### src/rtl/chan_flow_pkg.sv
package chan_flow_pkg;
  typedef enum logic [1:0] {
    ST_IDLE       = 2'd0,
    ST_CONNECTING = 2'd1,
    ST_CONNECTED  = 2'd2,
    ST_CLOSING    = 2'd3
  } chan_state_e;
endpackage

### src/rtl/chan_conn_fsm.sv
module chan_conn_fsm
  import chan_flow_pkg::*;
#(
  parameter int ID_W = 8
) (
  input  logic            clk,
  input  logic            rst_n,
  input  logic            cmd_connect,
  input  logic            cmd_disconnect,
  input  logic            ev_conn_resp,
  input  logic            ev_conn_ok,
  input  logic            ev_disc_req,
  input  logic            ev_link_reset,
  input  logic [ID_W-1:0] host_id_i,
  input  logic [ID_W-1:0] fw_id_i,
  output chan_state_e     state_o,
  output logic            conn_req_o,
  output logic            disc_req_o,
  output logic            err_o,
  output logic [ID_W-1:0] host_id_o,
  output logic [ID_W-1:0] fw_id_o
);
  chan_state_e     st_q, st_d;
  logic            creq_d, dreq_d, err_d, id_en;

  always_comb begin
    st_d   = st_q;
    creq_d = 1'b0;
    dreq_d = 1'b0;
    err_d  = err_o;
    id_en  = 1'b0;
    if (ev_link_reset || ev_disc_req) begin
      st_d = ST_IDLE;
    end else begin
      unique case (st_q)
        ST_IDLE: if (cmd_connect) begin
          st_d   = ST_CONNECTING;
          creq_d = 1'b1;
          err_d  = 1'b0;
          id_en  = 1'b1;
        end
        ST_CONNECTING: begin
          if (cmd_disconnect) begin
            st_d   = ST_CLOSING;
            dreq_d = 1'b1;
          end else if (ev_conn_resp) begin
            st_d  = ev_conn_ok ? ST_CONNECTED : ST_IDLE;
            err_d = !ev_conn_ok;
          end
        end
        ST_CONNECTED: if (cmd_disconnect) begin
          st_d   = ST_CLOSING;
          dreq_d = 1'b1;
        end
        default: ;
      endcase
    end
  end

  always_ff @(posedge clk or negedge rst_n) begin
    if (!rst_n) begin
      st_q       <= ST_IDLE;
      conn_req_o <= 1'b0;
      disc_req_o <= 1'b0;
      err_o      <= 1'b0;
    end else begin
      st_q       <= st_d;
      conn_req_o <= creq_d;
      disc_req_o <= dreq_d;
      err_o      <= err_d;
    end
  end

  always_ff @(posedge clk or negedge rst_n) begin
    if (!rst_n) begin
      host_id_o <= '0;
      fw_id_o   <= '0;
    end else if (id_en) begin
      host_id_o <= host_id_i;
      fw_id_o   <= fw_id_i;
    end
  end

  assign state_o = st_q;

  // a connect request leaves from IDLE and lands in CONNECTING
  a_r1_conn_req_from_idle: assert property (@(posedge clk) disable iff (!rst_n)
    conn_req_o |-> ($past(st_q) == ST_IDLE) && (st_q == ST_CONNECTING));

  // CONNECTED is only entered through an accepted response
  a_r2_open_needs_ok: assert property (@(posedge clk) disable iff (!rst_n)
    (st_q == ST_CONNECTED && $past(st_q) != ST_CONNECTED)
      |-> ($past(st_q) == ST_CONNECTING) && $past(ev_conn_resp && ev_conn_ok));

  // a link reset always lands in IDLE
  a_r9_reset_to_idle: assert property (@(posedge clk) disable iff (!rst_n)
    $past(ev_link_reset) |-> (st_q == ST_IDLE) && !conn_req_o && !disc_req_o);
endmodule

### src/rtl/chan_tx_gate.sv
module chan_tx_gate (
  input  logic clk,
  input  logic rst_n,
  input  logic active,
  input  logic cmd_send,
  input  logic ev_credit,
  output logic data_o,
  output logic credit_avail_o,
  output logic pending_o
);
  logic have_cr, want_tx, fire;
  logic cav_d, pend_d;

  always_comb begin
    have_cr = credit_avail_o | ev_credit;
    want_tx = pending_o | cmd_send;
    fire    = active & have_cr & want_tx;
    cav_d   = active & have_cr & !fire;
    pend_d  = active & want_tx & !fire;
  end

  always_ff @(posedge clk or negedge rst_n) begin
    if (!rst_n) begin
      data_o         <= 1'b0;
      credit_avail_o <= 1'b0;
      pending_o      <= 1'b0;
    end else begin
      data_o         <= fire;
      credit_avail_o <= cav_d;
      pending_o      <= pend_d;
    end
  end

  // a held send and a held credit never coexist
  a_r6_no_pend_with_credit: assert property (@(posedge clk) disable iff (!rst_n)
    !(pending_o && credit_avail_o));

  // a data pulse always drains the credit that was held or arriving
  a_r4_data_drains_credit: assert property (@(posedge clk) disable iff (!rst_n)
    data_o |-> !credit_avail_o || $past(ev_credit && credit_avail_o));
endmodule

### src/rtl/chan_rx_grant.sv
module chan_rx_grant (
  input  logic clk,
  input  logic rst_n,
  input  logic active,
  input  logic rx_slot_free,
  input  logic ev_peer_data,
  output logic credit_o,
  output logic out_o
);
  logic issue, out_d;

  always_comb begin
    issue = active & rx_slot_free & !out_o;
    out_d = active & ((out_o & !ev_peer_data) | issue);
  end

  always_ff @(posedge clk or negedge rst_n) begin
    if (!rst_n) begin
      credit_o <= 1'b0;
      out_o    <= 1'b0;
    end else begin
      credit_o <= issue;
      out_o    <= out_d;
    end
  end

  // never a second grant while one is outstanding
  a_r7_single_grant: assert property (@(posedge clk) disable iff (!rst_n)
    credit_o |-> !$past(out_o) && out_o);
endmodule

### src/rtl/chan_flow_ctrl.sv
module chan_flow_ctrl
  import chan_flow_pkg::*;
#(
  parameter int ID_W = 8
) (
  input  logic            clk,
  input  logic            rst_n,
  input  logic            cmd_connect,
  input  logic            cmd_disconnect,
  input  logic            cmd_send,
  input  logic [ID_W-1:0] host_id_i,
  input  logic [ID_W-1:0] fw_id_i,
  input  logic            ev_conn_resp,
  input  logic            ev_conn_ok,
  input  logic            ev_credit,
  input  logic            ev_disc_req,
  input  logic            ev_link_reset,
  input  logic            ev_peer_data,
  input  logic            rx_slot_free,
  output logic            tx_conn_req,
  output logic            tx_disc_req,
  output logic            tx_data,
  output logic            tx_credit,
  output logic [ID_W-1:0] msg_host_id,
  output logic [ID_W-1:0] msg_fw_id,
  output logic [1:0]      state_o,
  output logic            conn_err,
  output logic            credit_avail,
  output logic            send_pending,
  output logic            credit_out
);
  chan_state_e st;
  logic        teardown, active;

  assign teardown = ev_link_reset | ev_disc_req | cmd_disconnect;
  assign active   = (st == ST_CONNECTED) & !teardown;
  assign state_o  = st;

  chan_conn_fsm #(.ID_W(ID_W)) u_fsm (
    .clk(clk), .rst_n(rst_n),
    .cmd_connect(cmd_connect), .cmd_disconnect(cmd_disconnect),
    .ev_conn_resp(ev_conn_resp), .ev_conn_ok(ev_conn_ok),
    .ev_disc_req(ev_disc_req), .ev_link_reset(ev_link_reset),
    .host_id_i(host_id_i), .fw_id_i(fw_id_i),
    .state_o(st), .conn_req_o(tx_conn_req), .disc_req_o(tx_disc_req),
    .err_o(conn_err), .host_id_o(msg_host_id), .fw_id_o(msg_fw_id)
  );

  chan_tx_gate u_tx (
    .clk(clk), .rst_n(rst_n), .active(active),
    .cmd_send(cmd_send), .ev_credit(ev_credit),
    .data_o(tx_data), .credit_avail_o(credit_avail), .pending_o(send_pending)
  );

  chan_rx_grant u_rx (
    .clk(clk), .rst_n(rst_n), .active(active),
    .rx_slot_free(rx_slot_free), .ev_peer_data(ev_peer_data),
    .credit_o(tx_credit), .out_o(credit_out)
  );

  // data and credit pulses only follow a cycle in CONNECTED
  a_r3_traffic_only_open: assert property (@(posedge clk) disable iff (!rst_n)
    (tx_data || tx_credit) |-> $past(st) == ST_CONNECTED);

  // flags are empty whenever the channel is not open
  a_r8_flags_flushed: assert property (@(posedge clk) disable iff (!rst_n)
    (st != ST_CONNECTED) |-> !credit_avail && !send_pending && !credit_out);
endmodule

### config.mk
export PLATFORM = sky130hd
export DESIGN_NAME = chan_flow_ctrl
export DESIGN_NICKNAME = d
export VERILOG_FILES = /design/src/rtl/chan_flow_pkg.sv /design/src/rtl/chan_conn_fsm.sv /design/src/rtl/chan_tx_gate.sv /design/src/rtl/chan_rx_grant.sv /design/src/rtl/chan_flow_ctrl.sv
export SDC_FILE = /design/constraint.sdc
export NUM_CORES = 1
export LEC_CHECK = 0
export BUFFER_PORTS_ARGS = -buffer_cell sky130_fd_sc_hd__buf_2
export CORE_MARGIN = 8
export CORE_UTILIZATION = 40
export CTS_CLUSTER_DIAMETER = 50
export DETAILED_ROUTE_END_ITERATION = 10
export HOLD_SLACK_MARGIN = 0.08
export PLACE_DENSITY_LB_ADDON = 0.3
export SYNTH_ARGS = -nofsm -noshare
export SYNTH_HDL_FRONTEND = slang
export SYNTH_SLANG_ARGS = --single-unit
export TNS_END_PERCENT = 30
### constraint.sdc
create_clock -name clk -period 2.22 [get_ports clk]
set_clock_uncertainty 0.15 [all_clocks]
set_input_delay 0.222 -clock clk [delete_from_list [all_inputs] [get_ports clk]]
set_output_delay 0.222 -clock clk [all_outputs]
set_load 0.02 [all_outputs]
==> out/qor.yml, run 1 <==
run_status:
  outcome: "complete, no violations"
yosys:
  ys_seq_area_share_pct: 56.3
  syn_avg_cell_area_um2: 14.3
  synth_area_leader_cell: "dfrtp_1"
  synth_edf_count: 0
  synth_most_common_cell: "dfrtp_1"
  ys_types: 29
  synth_fp_nets: 113
  synth_cells: 81
  synth_top_area_share_pct: 56.3
  synth_area_um2: 1160
  synth_commonest_cells: "dfrtp_1, mux2_4, mux2_2, ha_1, inv_1"
  ys.flop_type: "dfrtp_1"
  synth_seq_cells: 26
  synthTopCellsByArea: "dfrtp_1, mux2_4, mux2_2, ha_1, buf_12"
  ys_warn_count: 0
  ys_async_sr_fraction_pct: 100
clock_network:
  clockBufferDepth: 2
  clkTransAtPathRegs_ns: 0.14
  htree_levels: 1
  holdBufCountCts: 26
  insertion_delay_ns: 0.30
  cts_tree: "yes"
  cts_root_buffer: "clkbuf_4"
  cts_resized: 0
  cts.sinks: 26
  cts_buffers: 3
  post_cts.repair.setup_buffers: 0
sta:
  finalCriticalPeriod_ns: 1.95
  period_share_pct: 87.9
  tns_ns: 0
  clock.fmax_ghz: 0.512
  tightest_slew_ns: 0.565
  slew_violations: 0
  whs_ns: 0.109
  setup_viol: 0
  relSlewSlack_pct: 62.3
  hold_viol: 0
  rsz0062_at_grt: "no"
placed_design:
  routabilityCongestion: 0.751
  dp_hpwl_um: 2000
  port_buffers: 53
  placed_cells: 163
global_route:
  overflow: 0
  grt_start_max_net_pins: 27
  grt_pass1_vias: 1111
  grt_first_pass_wirelength_um: 5190
  grt_usage_pct: 12.6
  antenna_found_initial: 0
layout:
  area_growth_pct: 48.9
  final_layout_size_suffix_gt1_share_pct: 47.5
  n_fill_cell: 226
  instances_no_fill: 193
  antenna_cells: 0
  finalNetCount: 195
  final_util_pct: 62.4
detailed_routing:
  vias_per_cell: 4.75
  vias: 917
  drtPass1Iterations: 4
  drc: 0
  detail-route-antenna-nets: 0
  dr.first_iter.drc_count: 35
  routed_wl_um: 2860
  routedWlPerCell_um: 14.8
run:
  maxCapViolations: 0
worst_setup_path:
  crit_slowest_cell: "dlygate4sd3_1"
  crit_type: "in -> reg"
  crit_path_frequent_cell: "dlygate4sd3_1"
  cp-end-kind: "register"
  crit_chain: "dlygate4sd3_1 > buf_2 > nor2_2 > nand3b_1 > a211oi_1 > dlygate4sd3_1"
  critPathMaxStageDelay_ns: 0.57
  start_kind: "primary input"
  worstPathRequired_ns: 2.32
  worstPathMaxFanout: 5
  cp.arrival_ns: 2.05
floorplan:
  io_pins: 54
  dieArea_um2: 4870
  die_h_um: 69.8
  core_area_um2: 2760
  die_w_um: 69.8
  initial_core_util_pct: 41.9
  rows: 19
pwr:
  power_w: 0.00114
  p_per_area_nw_per_um2: 665
  leakagePower_nw: 0.881
  ir_drop_mv: 0.457
hold_path:
  holdCritPathClass: "in -> reg"
## worst max-delay path, delay by kind of cell
family | cells | cell delay, ns
buf+inv | 3 | 1.22
compound gates | 1 | 0.24
simple gates | 2 | 0.37
## layout by cell type (no fill, tap or decap), types with 2 or more instances in the layout
cell,count
o21a_1,2
a21oi_1,2
o21ai_0,2
buf_2,53
nand2_1,2
nor2_1,3
inv_1,4
ha_1,4
mux2_4,9
clkbuf_4,3
mux2_2,8
dfrtp_1,26
dlygate4sd3_1,26
## power breakdown
part | total, W | internal, W | switching, W
clock network | 0.000229 | 0.000100 | 0.000129
registers | 0.000572 | 0.000539 | 0.0000331
logic | 0.000343 | 0.000170 | 0.000173
## routing by layer
layer	wire (um)	global-route usage (%)	vias up
li1	-	-	447
met1	1200	13.4	437
met2	1400	22.1	31
met3	242	4.86	2
met4	15	4.24	0
met5	0	0	-
## worst paths after layout
path | start | end | slack [ns] | depth (start not counted)
setup / recovery | ev_link_reset | u_rx.out_o$_DFF_PN0_ | 0.27 | 6
hold / removal | ev_disc_req | u_fsm.err_o$_DFFE_PN0P_ | 0.11 | 4
setup reg to reg | u_fsm.state_o[0]$_DFFE_PN0P_ | u_rx.out_o$_DFF_PN0_ | 0.35 | 5
hold reg to reg | u_tx.pending_o$_DFF_PN0_ | u_tx.credit_avail_o$_DFF_PN0_ | 0.32 | 1
max in group asynchronous | rst_n | u_rx.out_o$_DFF_PN0_ | 1.27 | 2
min in group asynchronous | rst_n | u_fsm.fw_id_o[7]$_DFFE_PN0P_ | 0.27 | 2
## registers in the layout (all words and copies together), names as in the netlist
name,flops
u_tx.data_o,1
u_fsm.host_id_o,8
u_fsm.conn_req_o,1
u_fsm.err_o,1
u_tx.credit_avail_o,1
u_rx.out_o,1
u_fsm.state_o,2
u_fsm.fw_id_o,8
u_fsm.disc_req_o,1
u_rx.credit_o,1
u_tx.pending_o,1
## metrics by stage
stage | area (um2) | setup WS, ns
2_1_floorplan | 1160 | 0.422
3_5_place_dp | 1430 | 0.442
6_report | 1720 | 0.269
5_1_grt | 1720 | 0.116
4_1_cts | 1720 | 0.282
3_3_place_gp | 1430 | 0.511
## area by class of cell
cell class	count	area (um2)	share of cell area [%]
repair buffers	79	526	30.5
well taps	31	38.8	2.25
inverters	4	15.0	0.872
multi-input cells	49	455	26.5
flip-flops and latches	26	651	37.8
clock buffers	4	36.3	2.11
## cell families (layout without fill, tap and decap cells)
kind of cell    count (synthesis)  count (layout)  synth area share (%)
flops                          26              26                  56.3
compound gates                 11              11                  6.39
mux                            18              18                  20.3
buf+inv                         6              87                  4.33
simple gates                   16              16                  8.33
fa+ha+maj                       4               4                  4.33
Note: power is estimated with default switching activity, not from simulation.
==> inputs of run 2 (changes only) <==
CTS_BUF_LIST = sky130_fd_sc_hd__clkbuf_4   (was default)
==> out/qor.yml, run 2 (synthesis results as in run 1) <==
run_status:
  outcome: "complete, no violations"
worst_setup_path:
  crit_path_frequent_cell: "dlygate4sd3_1"
  crit_slowest_cell: "dlygate4sd3_1"
  r2r_cells: 5
  path_buf_inv: 3
  start_kind: "primary input"
  r2r_start: "u_fsm.state_o[0]$_DFFE_PN0P_"
  crit_chain: "dlygate4sd3_1 > buf_2 > nor2_2 > nand3b_1 > a211oi_1 > dlygate4sd3_1"
  r2r_slack_ns: 0.35
  worstPathMaxFanout: 5
  cp.arrival_ns: 2.05
  cp-end-kind: "register"
  critPathMaxStageDelay_ns: 0.57
  worstPathRequired_ns: 2.32
  critical_path.top_delay_family: "buffers and inverters"
  crit_type: "in -> reg"
  timing.rr.end: "u_rx.out_o$_DFF_PN0_"
sta:
  rsz0062_at_grt: "no"
  tightest_slew_ns: 0.565
  hold_viol: 0
  period_share_pct: 88.1
  clock.fmax_ghz: 0.511
  setup_viol: 0
  slew_violations: 0
  tns_ns: 0
  relSlewSlack_pct: 62.3
  finalCriticalPeriod_ns: 1.96
clock_network:
  cts_tree: "yes"
  htree_levels: 1
  cts.sinks: 26
  clockBufferDepth: 2
  cts_root_buffer: "clkbuf_4"
  clkTransAtPathRegs_ns: 0.14
  post_cts.repair.setup_buffers: 0
  cts_buffers: 3
  insertion_delay_ns: 0.30
pwr:
  leakagePower_nw: 0.875
  power_w: 0.00111
  ir_drop_mv: 0.453
  p_per_area_nw_per_um2: 647
hold_path:
  worstHoldEndpoint: "u_fsm.err_o$_DFFE_PN0P_"
  min_path_cells: 4
  hp-start: "ev_disc_req"
  holdCritPathClass: "in -> reg"
detailed_routing:
  m1WireLength_um: 1210
  drc: 0
  wl_met3_um: 242
  detail-route-antenna-nets: 0
  vias: 916
  wl_met2_um: 1390
  routedWlPerCell_um: 14.8
  dr.first_iter.drc_count: 36
  routed_wl_um: 2860
  dr.max_layer_used: "met4"
  drtPass1Iterations: 4
  vias_per_cell: 4.75
global_route:
  overflow: 0
  grt_first_pass_wirelength_um: 5160
  grt_usage_pct: 12.5
  grt_pass1_vias: 1102
  antenna_found_initial: 0
  grt_start_max_net_pins: 27
placed_design:
  port_buffers: 53
  dp_hpwl_um: 2000
  routabilityCongestion: 0.751
floorplan:
  core_area_um2: 2760
  die_w_um: 69.8
  initial_core_util_pct: 41.9
  die_h_um: 69.8
  io_pins: 54
  rows: 19
  dieArea_um2: 4870
layout:
  area_growth_pct: 48.1
  antenna_cells: 0
  final_common_cell: "buf_2"
  finalNetCount: 195
  n_fill_cell: 227
  final_layout_size_suffix_gt1_share_pct: 46.9
  layout_common_cells: "buf_2, dlygate4sd3_1, dfrtp_1"
run:
  maxCapViolations: 0
## run 2: cell types whose count changed in the layout (fill, tap and decap cells not counted), sizes merged
cell and delta:
clkbuf -1, clkinv +1
## run 2: layer usage
layer / track usage, % / vias up
met4: 3.57 / 0
met2: 22.0 / 31
met5: 0 / -
met3: 4.86 / 2
met1: 13.4 / 435
li1: - / 448
## run 2: final cells by class
cell class,instances,area [um2],share of cell area [%]
clock buffer,3,22.5,1.32
timing repair buffer,79,526,30.7
tap,31,38.8,2.27
clock inverter,1,3.75,0.219
sequential,26,651,38.0
inverter,4,15.0,0.877
multi-input combinational,49,455,26.6
## run 2: tightest hold or removal path, cell delays in order
cell and delay, ns:
buf_2 0.08, nor2_2 0.06, o211ai_1 0.11, o41ai_1 0.07
## run 2: repair_timing
| item | in CTS | in global routing |
|---|---|---|
| endpoints found under the hold margin | 51 | 0 |
| resized for setup | 0 | 0 |
| hold buffers | 26 | 0 |
## run 2: report_power, final
part           internal, W  switching (W)
combinational     0.000170       0.000173
sequential        0.000539      0.0000331
clock            0.0000655       0.000127
## run 2: through the flow
step                      hold WS (ns)  utilization [%]  area [um2]  setup slack [ns]  std cells
after detailed placement         0.102             51.7        1430             0.442        163
after global routing             0.122             62.1        1710             0.110        193
final                            0.111             62.1        1710             0.263        193
after global placement          0.0950             51.7        1430             0.511        163
after CTS                       0.0996             62.1        1710             0.272        193
after floorplan                 -0.224                -        1160             0.422         81
## run 2: how the worst max path moves through the flow
stage                     slack, ns  cells after the start                          from                           end
after floorplan                0.42                      6  u_fsm.state_o[0]$_DFFE_PN0P_  u_fsm.fw_id_o[2]$_DFFE_PN0P_
after global placement         0.51                      5  u_fsm.state_o[0]$_DFFE_PN0P_  u_fsm.state_o[1]$_DFFE_PN0P_
after CTS                      0.27                      6                 ev_link_reset          u_rx.out_o$_DFF_PN0_
final                          0.26                      6                 ev_link_reset          u_rx.out_o$_DFF_PN0_
after detailed placement       0.44                      4  u_fsm.state_o[0]$_DFFE_PN0P_  u_fsm.fw_id_o[1]$_DFFE_PN0P_
after global routing           0.11                      6                 ev_link_reset          u_rx.out_o$_DFF_PN0_
